$ cat config.mk
export PLATFORM = sky130hd
export DESIGN_NAME = dma_irq_agg
export DESIGN_NICKNAME = d
export VERILOG_FILES = /design/src/rtl/dma_irq_pkg.sv /design/src/rtl/dma_irq_decode.sv /design/src/rtl/dma_irq_family.sv /design/src/rtl/dma_irq_out.sv /design/src/rtl/dma_irq_agg.sv
export SDC_FILE = /design/constraint.sdc
export NUM_CORES = 1
export LEC_CHECK = 0
export BUFFER_PORTS_ARGS = -buffer_cell sky130_fd_sc_hd__buf_2
export CORE_MARGIN = 2
export CORE_UTILIZATION = 50
export DETAILED_ROUTE_END_ITERATION = 8
export GPL_ROUTABILITY_DRIVEN = 0
export PLACE_DENSITY = 0.8
export SYNTH_ARGS = -nofsm -noshare
export SYNTH_HDL_FRONTEND = slang
export SYNTH_SLANG_ARGS = --single-unit
export TNS_END_PERCENT = 30
$ cat constraint.sdc
create_clock -name clk -period 3.9 [get_ports clk]
set_input_delay 0.78 -clock clk [delete_from_list [all_inputs] [get_ports clk]]
set_output_delay 0.78 -clock clk [all_outputs]
set_load 0.03 [all_outputs]
$ cat src/rtl/dma_irq_pkg.sv
// Package: shared constants and types for the DMA interrupt aggregator.
// Assumes a byte-addressed register space with an 8-byte register stride.
package dma_irq_pkg;
    localparam int NUM_TYPES = 5;
    localparam int STRIDE    = 8;
    localparam int RAW_BASE  = 'h2c0;
    localparam int STAT_BASE = 'h2e8;
    localparam int MASK_BASE = 'h310;
    localparam int CLR_BASE  = 'h338;
    localparam int COMB_ADDR = 'h360;

    typedef enum logic [2:0] {
        RD_NONE,
        RD_RAW,
        RD_STAT,
        RD_MASK,
        RD_COMB
    } rd_kind_e;
endpackage

$ cat src/rtl/dma_irq_decode.sv
// Module: address decoder. Turns the register address and write strobe into
// per-kind write enables and a read selector. Assumes exact address matches;
// writes to status, combined or unmapped addresses produce no enable.
module dma_irq_decode
    import dma_irq_pkg::*;
#(
    parameter int ADDR_W = 12
) (
    input  logic                 reg_wr,
    input  logic [ADDR_W-1:0]    reg_addr,
    output logic [NUM_TYPES-1:0] raw_we,
    output logic [NUM_TYPES-1:0] mask_we,
    output logic [NUM_TYPES-1:0] clr_we,
    output rd_kind_e             rd_kind,
    output logic [2:0]           rd_idx
);
    // Compare the address against each kind's register slots.
    always_comb begin
        raw_we  = '0;
        mask_we = '0;
        clr_we  = '0;
        rd_kind = RD_NONE;
        rd_idx  = '0;
        for (int k = 0; k < NUM_TYPES; k++) begin
            if (reg_addr == ADDR_W'(RAW_BASE + k*STRIDE)) begin
                raw_we[k] = reg_wr;
                rd_kind   = RD_RAW;
                rd_idx    = 3'(k);
            end
            if (reg_addr == ADDR_W'(STAT_BASE + k*STRIDE)) begin
                rd_kind = RD_STAT;
                rd_idx  = 3'(k);
            end
            if (reg_addr == ADDR_W'(MASK_BASE + k*STRIDE)) begin
                mask_we[k] = reg_wr;
                rd_kind    = RD_MASK;
                rd_idx     = 3'(k);
            end
            if (reg_addr == ADDR_W'(CLR_BASE + k*STRIDE)) begin
                clr_we[k] = reg_wr;
            end
        end
        if (reg_addr == ADDR_W'(COMB_ADDR)) begin
            rd_kind = RD_COMB;
        end
    end
endmodule

$ cat src/rtl/dma_irq_family.sv
// Module: one event kind. Holds the latched event bits and the mask bits for
// all channels, and derives the status bits. Assumes at most one of raw_we and
// clr_we is high at a time, which the decoder guarantees. An event pulse always
// wins over a clear or a direct load.
module dma_irq_family #(
    parameter int NUM_CH = 8
) (
    input  logic              clk,
    input  logic              rst_n,
    input  logic [NUM_CH-1:0] evt,
    input  logic [NUM_CH-1:0] ch_en,
    input  logic              raw_we,
    input  logic              mask_we,
    input  logic              clr_we,
    input  logic [NUM_CH-1:0] wdata,
    output logic [NUM_CH-1:0] raw_q,
    output logic [NUM_CH-1:0] mask_q,
    output logic [NUM_CH-1:0] status
);
    logic [NUM_CH-1:0] raw_nxt;

    // Next latched value: load or clear first, then OR in new events.
    always_comb begin
        raw_nxt = raw_q;
        if (raw_we) begin
            raw_nxt = wdata;
        end else if (clr_we) begin
            raw_nxt = raw_q & ~wdata;
        end
        raw_nxt = raw_nxt | evt;
    end

    // Latched event register.
    always_ff @(posedge clk) begin
        if (!rst_n) raw_q <= '0;
        else        raw_q <= raw_nxt;
    end

    // Mask register, software written.
    always_ff @(posedge clk) begin
        if (!rst_n)       mask_q <= '0;
        else if (mask_we) mask_q <= wdata;
    end

    assign status = raw_q & mask_q & ch_en;
endmodule

$ cat src/rtl/dma_irq_out.sv
// Module: output stage. Reduces each kind's status bits to one combined bit
// and applies the build-time polarity to the interrupt outputs.
// Assumes status_flat holds kind k in slice [k*NUM_CH +: NUM_CH].
module dma_irq_out
    import dma_irq_pkg::*;
#(
    parameter int NUM_CH     = 8,
    parameter bit ACTIVE_LOW = 1'b0
) (
    input  logic [NUM_TYPES*NUM_CH-1:0] status_flat,
    output logic [NUM_TYPES-1:0]        combined,
    output logic [NUM_TYPES-1:0]        irq_type,
    output logic                        irq_any
);
    for (genvar k = 0; k < NUM_TYPES; k++) begin : g_red
        assign combined[k] = |status_flat[k*NUM_CH +: NUM_CH];
    end

    assign irq_type = combined ^ {NUM_TYPES{ACTIVE_LOW}};
    assign irq_any  = (|combined) ^ ACTIVE_LOW;
endmodule

$ cat src/rtl/dma_irq_agg.sv
// Module: top of the DMA interrupt aggregator. Instantiates one event-kind
// slice per kind, the address decoder and the output stage, and builds the
// combinational read data. Assumes NUM_CH < DATA_W and NUM_CH >= 1.
module dma_irq_agg
    import dma_irq_pkg::*;
#(
    parameter int NUM_CH     = 8,
    parameter int ADDR_W     = 12,
    parameter int DATA_W     = 64,
    parameter bit ACTIVE_LOW = 1'b0
) (
    input  logic                 clk,
    input  logic                 rst_n,
    input  logic [NUM_CH-1:0]    evt_tfr,
    input  logic [NUM_CH-1:0]    evt_blk,
    input  logic [NUM_CH-1:0]    evt_src,
    input  logic [NUM_CH-1:0]    evt_dst,
    input  logic [NUM_CH-1:0]    evt_err,
    input  logic [NUM_CH-1:0]    ch_int_en,
    input  logic                 reg_wr,
    input  logic [ADDR_W-1:0]    reg_addr,
    input  logic [DATA_W-1:0]    reg_wdata,
    output logic [DATA_W-1:0]    reg_rdata,
    output logic [NUM_TYPES-1:0] irq_type,
    output logic                 irq_any
);
    localparam int FLAT_W = NUM_TYPES * NUM_CH;

    logic [FLAT_W-1:0]    evt_flat;
    logic [FLAT_W-1:0]    raw_flat;
    logic [FLAT_W-1:0]    mask_flat;
    logic [FLAT_W-1:0]    status_flat;
    logic [NUM_TYPES-1:0] raw_we;
    logic [NUM_TYPES-1:0] mask_we;
    logic [NUM_TYPES-1:0] clr_we;
    logic [NUM_TYPES-1:0] combined;
    rd_kind_e             rd_kind;
    logic [2:0]           rd_idx;
    logic                 unused_wdata_hi;

    assign evt_flat        = {evt_err, evt_dst, evt_src, evt_blk, evt_tfr};
    assign unused_wdata_hi = ^reg_wdata[DATA_W-1:NUM_CH];

    dma_irq_decode #(.ADDR_W(ADDR_W)) u_dec (
        .reg_wr   (reg_wr),
        .reg_addr (reg_addr),
        .raw_we   (raw_we),
        .mask_we  (mask_we),
        .clr_we   (clr_we),
        .rd_kind  (rd_kind),
        .rd_idx   (rd_idx)
    );

    for (genvar k = 0; k < NUM_TYPES; k++) begin : g_fam
        dma_irq_family #(.NUM_CH(NUM_CH)) u_fam (
            .clk     (clk),
            .rst_n   (rst_n),
            .evt     (evt_flat[k*NUM_CH +: NUM_CH]),
            .ch_en   (ch_int_en),
            .raw_we  (raw_we[k]),
            .mask_we (mask_we[k]),
            .clr_we  (clr_we[k]),
            .wdata   (reg_wdata[NUM_CH-1:0]),
            .raw_q   (raw_flat[k*NUM_CH +: NUM_CH]),
            .mask_q  (mask_flat[k*NUM_CH +: NUM_CH]),
            .status  (status_flat[k*NUM_CH +: NUM_CH])
        );
    end

    dma_irq_out #(.NUM_CH(NUM_CH), .ACTIVE_LOW(ACTIVE_LOW)) u_out (
        .status_flat (status_flat),
        .combined    (combined),
        .irq_type    (irq_type),
        .irq_any     (irq_any)
    );

    // Read multiplexer: select the addressed register, zero-extended.
    always_comb begin
        reg_rdata = '0;
        case (rd_kind)
            RD_RAW:  reg_rdata[NUM_CH-1:0]    = raw_flat[rd_idx*NUM_CH +: NUM_CH];
            RD_STAT: reg_rdata[NUM_CH-1:0]    = status_flat[rd_idx*NUM_CH +: NUM_CH];
            RD_MASK: reg_rdata[NUM_CH-1:0]    = mask_flat[rd_idx*NUM_CH +: NUM_CH];
            RD_COMB: reg_rdata[NUM_TYPES-1:0] = combined;
            default: reg_rdata = '0;
        endcase
    end
endmodule

* Yosys cells after proc, flatten, opt, wreduce, memory -nomap -nowiden
Index checks and enable logic that the tools add are counted.
** Storage, ports and cells
- Flip-flop bits (word level) :: 80
- Input bits :: 127
- Output and inout bits :: 70
- Word-level logic and storage cells :: 120
** Cells by class
- Mux-type cells :: 55
- Equal/unequal tests :: 25
- Reductions and logical operators :: 6
- Bitwise logic cells :: 21
- Shifts and indexed selects :: 3
** Operator list (number)
- 12-bit by 10-bit equality test with 1-bit output, second input constant :: 21
- 8-bit bitwise AND :: 15
- 40-bit by 7-bit variable part select with 8-bit output :: 3
- 8-bit two-way mux :: 10
- 3-bit two-way mux :: 18
- 8-bit bitwise OR :: 5
- 40-bit OR reduction :: 1
- 8-bit OR reduction :: 5
- 5-bit one-hot mux with 4 select lines :: 1
- 1-bit two-way mux :: 19
- 2-bit two-way mux :: 6
- 3-bit one-hot mux with 3 select lines :: 1
- 8-bit inverter :: 1
- 3-bit by 2-bit equality test with 1-bit output, second input constant :: 2
- 3-bit by 1-bit equality test with 1-bit output, second input constant :: 1
- 3-bit equality test, second input constant :: 1

* Depth between registers and ports, before layout
- Word-level depth :: 19
- Depth in mapped cells :: 10

* Modules after synthesis
Synthesis repeated with hierarchy kept, for this count alone.
** Unflattened totals
- Cell total of the unflattened synthesis :: 697
- Area total of the unflattened synthesis :: 5844.4 um2
** By module, submodules not included
- dma_irq_family :: cells an instance 76, area each 726.9 um2, instances 5
- dma_irq_agg :: cells an instance 230, area each 1689.1 um2, instances 1
- dma_irq_decode :: cells an instance 65, area each 387.9 um2, instances 1
- dma_irq_out :: cells an instance 22, area each 132.6 um2, instances 1

* Worst setup path before layout
Ideal clock, no wire load.
- Path kind :: input -> output
- From :: input reg_addr[11]
- To :: output reg_rdata[7]
- Setup slack :: 0.022 ns
- Buffers on the path :: 1
- Stages on the path :: 8
- Data required time :: 3.120 ns
- Data arrival time :: 3.098 ns
- Path through :: or3b_4 buf_6 o31ai_2 o311a_2 nor2_4 mux2_4 a221o_1 o221ai_1
** Between the ends
- Cells in the longest elaborated chain, start to end :: 19
- Elaborated cells on any way between the ends :: 51
- Those cells by class :: eq/ne: 19; shift: 3; mux: 29
** RTL lines
- from (decl) :: RTL line dma_irq_agg.sv:21 : input logic [ADDR_W-1:0] reg_addr,
- branches (longest 18 deep; another with 12-bit by 10-bit equality test with 1-bit output)
- 3-bit one-hot mux with 3 select lines * :: RTL line dma_irq_agg.sv:80 : case (rd_kind)
- to (decl) :: RTL line dma_irq_agg.sv:23 : output logic [DATA_W-1:0] reg_rdata,
Every way passes the cells marked *.

* Worst setup path after layout
- From :: input reg_addr[10]
- To :: output reg_rdata[6]
Same word-level chain as after synthesis.

==> qor.yml <==
status: "complete, but fails checks"
violations: "setup timing"
synth_fa_ha_area_share_pct: 0
drt-vias-per-instance: 6.01
first_global_vias: 5141
worstPathArrival_ns: 3.15
fp.dieH_um: 111
p_per_area_mw_per_mm2: 297
cts_tree: "built"
rsz0062_at_grt: "true"
start_util_pct: 51.8
cts_buffer_depth: 2
setup.worst_path.end_class: "output port"
wl_um: 17200
dpl.cell_count: 925
crit_top_cell: "buf_2"
area_growth_pct: 17.9
synth-simple-area-share_pct: 25.2
antenna_found_initial: 0
grt_max_degree: 81
fin_ws_ns: -0.0288
cts-root-buf: "clkbuf_16"
htree_levels: 3
finalSetupViolCount: 3
vias: 5671
yosysSeqAreaShare_pct: 28.1
post-dp-hpwl_um: 13000
worst_slew_pin_slew_ns: 1.06
timing.critical_path.required_ns: 3.12
synth_area_per_cell_um2: 8.24
io_pins: 197
synth_top_family_by_area: "simple AND/OR/NAND/NOR gates"
drc: 0
period_minus_slack_ns: 3.93
post-route-period-util_pct: 101
fin_skew_ns: 0
grt_pass1_wl_um: 27000
wl_per_cell_um: 18.2
synthFlopType: "dfxtp_1"
pwr-share-clk_pct: 42.4
first_iter_violations: 554
firstDrtPassIters: 5
ys_async_sr_fraction_pct: 0
fill_cells: 963
max_freq_mhz: 255
slowest_delay_ns: 0.49
swShare_pct: 28.3
start_kind: "input pin"
synth_cell_type_count: 63
num_antenna_cells: 0
drtAntennaViolNets: 0
worstSetupPathType: "input pin to output port"
grt_use_total_pct: 27.2
hold_class: "flop to flop"
slowest_stage: "or3b_4"
worst_hold_slack_ns: 0.498
finish.utilization_pct: 61.1
cts_sinks: 80
synth_edf_count: 0
final-hold-violation-count: 0
port_buffers: 84
synthMuxAreaShare_pct: 15.2
intPower_mw: 1.43
path_cells: "buf_2 -> or3b_4 -> nor3_1 -> buf_4 -> o211a_4 -> nor2_4 -> buf_6 -> a311o_1 -> a31oi_1 -> o221ai_1 -> buf_2"
die_w_um: 111
pwr-share-seq_pct: 44.3
synth_seq_cells: 80
tns_ns: -0.0517
grt-ovfl-total: 0
power.switching_uw: 564
num_rows: 38
cts_buffers: 9
design_area_mm2: 0.00671
slew_violations: 0
synth_compound_gate_area_share_pct: 20.7
pwr-share-comb_pct: 13.2
clk_pin_slew_ns: 0.06
drive_gt1_share_pct: 23.4
place_area_mm2: 0.00630
max_slew_margin_pct: 29.4
finalNonFillerCells: 944
maxCapViolCount: 0
irDropWorstVdd_v: 0.000263
die_area_mm2: 0.0123
leakagePower_nw: 2.73
nNetsFinal: 926
clk_latency_ns: 0.34
synth_area_mm2: 0.00569
synth_cells: 691
finalPower_mw: 1.99
synth_xor_area_share_pct: 0
hold_buffers: 0
cp_max_fo: 17
yosysWarnings: 0
pre_cts_ws_ns: 0.00365
core_mm2: 0.0110
## synthesized netlist by cell type, drive strengths merged (2+ instances only)
cell / n / area share, %
a21boi: 24 / 3.2
a21oi: 47 / 4.1
a221oi: 16 / 2.5
a222oi: 4 / 0.70
a311o: 4 / 0.70
a31oi: 9 / 0.99
a32oi: 3 / 0.46
and2: 2 / 0.22
and3: 13 / 1.4
buf: 69 / 8.7
clkbuf: 24 / 1.6
dfxtp: 80 / 28
inv: 6 / 0.40
mux2: 7 / 1.5
mux2i: 78 / 14
nand2: 66 / 4.4
nand2b: 3 / 0.33
nand3: 51 / 4.5
nand4: 9 / 0.99
nand4b: 3 / 0.46
nor2: 19 / 1.4
nor2b: 57 / 6.3
nor3: 21 / 2.4
nor3b: 3 / 0.40
nor4: 6 / 1.3
o2111ai: 6 / 0.92
o211a: 6 / 1.2
o211ai: 14 / 1.8
o21a: 4 / 0.53
o21ai: 13 / 1.2
o221ai: 2 / 0.31
o311ai: 3 / 0.46
o31ai: 2 / 0.35
or3: 2 / 0.22
or3b: 2 / 0.35
or4bb: 2 / 0.40
## critical path: cells and delay by family
family                 cells  cell delay, ns
buffers and inverters      4            0.69
AO/OA/AOI/OAI              4            0.81
AND/OR/NAND/NOR            3            0.87
## what timing repair did
action	CTS	global route
gates resized for setup	2	17
pin swaps	0	6
setup endpoints to repair	3	8
setup buffers	0	3
## flip-flops by register name, summed over array words and instances (netlist names)
name,count
g_fam.u_fam.mask_q,40
g_fam.u_fam.raw_q,40
## cell usage in the layout, fill, tap and decap left out, types with 16 or more instances in the layout
cell | synthesis | layout
nand2_1 | 66 | 66
a221oi_1 | 16 | 16
buf_4 | 57 | 49
buf_2 | 10 | 83
nor2b_1 | 57 | 57
mux2i_1 | 78 | 78
nor2_1 | 17 | 16
nand3_1 | 51 | 51
a21boi_0 | 20 | 20
a21oi_1 | 47 | 47
conb_1 | 1 | 56
dfxtp_1 | 80 | 80
## final timing paths
| check | cells past startpoint | slack (ns) | start | endpoint |
|---|---|---|---|---|
| setup / recovery | 11 | -0.03 | reg_addr[10] | reg_rdata[6] |
| hold / removal | 2 | 0.50 | g_fam[2].u_fam.raw_q[7]$_SDFF_PN0_ | g_fam[2].u_fam.raw_q[7]$_SDFF_PN0_ |
| setup reg to reg | 2 | 3.06 | g_fam[1].u_fam.raw_q[3]$_SDFF_PN0_ | g_fam[1].u_fam.raw_q[3]$_SDFF_PN0_ |
| hold reg to reg | 2 | 0.50 | g_fam[2].u_fam.raw_q[7]$_SDFF_PN0_ | g_fam[2].u_fam.raw_q[7]$_SDFF_PN0_ |
## power by group through the flow
| stage | logic, mW | registers (mW) | clock network [mW] |
|---|---|---|---|
| 6_report | 0.264 | 0.883 | 0.846 |
| 5_1_grt | 0.285 | 0.886 | 0.893 |
| 4_1_cts | 0.253 | 0.881 | 0.860 |
| 3_5_place_dp | 0.251 | 0.899 | 0 |
| 3_3_place_gp | 0.249 | 0.897 | 0 |
| 2_1_floorplan | 0.216 | 0.884 | 0 |
## cell families (layout without fill, tap and decap cells)
family / after synthesis / count (layout)
AND/OR/NAND/NOR: 261 / 261
AO/OA/AOI/OAI: 165 / 165
buffers and inverters: 99 / 157
multiplexers: 85 / 85
flip-flops: 80 / 80
other: 1 / 56
## area by class of cell
class / instances / area [um^2] / area share (%)
Multi-Input combinational cell: 567 / 3780 / 56.3
Sequential cell: 80 / 1600 / 23.9
Timing Repair Buffer: 135 / 835 / 12.4
Clock buffer: 10 / 229 / 3.41
Tap cell: 140 / 175 / 2.61
Clock inverter: 6 / 67.6 / 1.01
Inverter: 6 / 22.5 / 0.336
## metal layers
| layer | vias to the layer above | GRT usage, % | wire length (um) |
|---|---|---|---|
| met5 | - | 0 | 0 |
| li1 | 2662 | - | - |
| met2 | 374 | 40.7 | 7180 |
| met3 | 72 | 5.08 | 1760 |
| met1 | 2563 | 38.4 | 7480 |
| met4 | 0 | 11.1 | 745 |
Note: power is estimated with default switching activity, not from simulation.
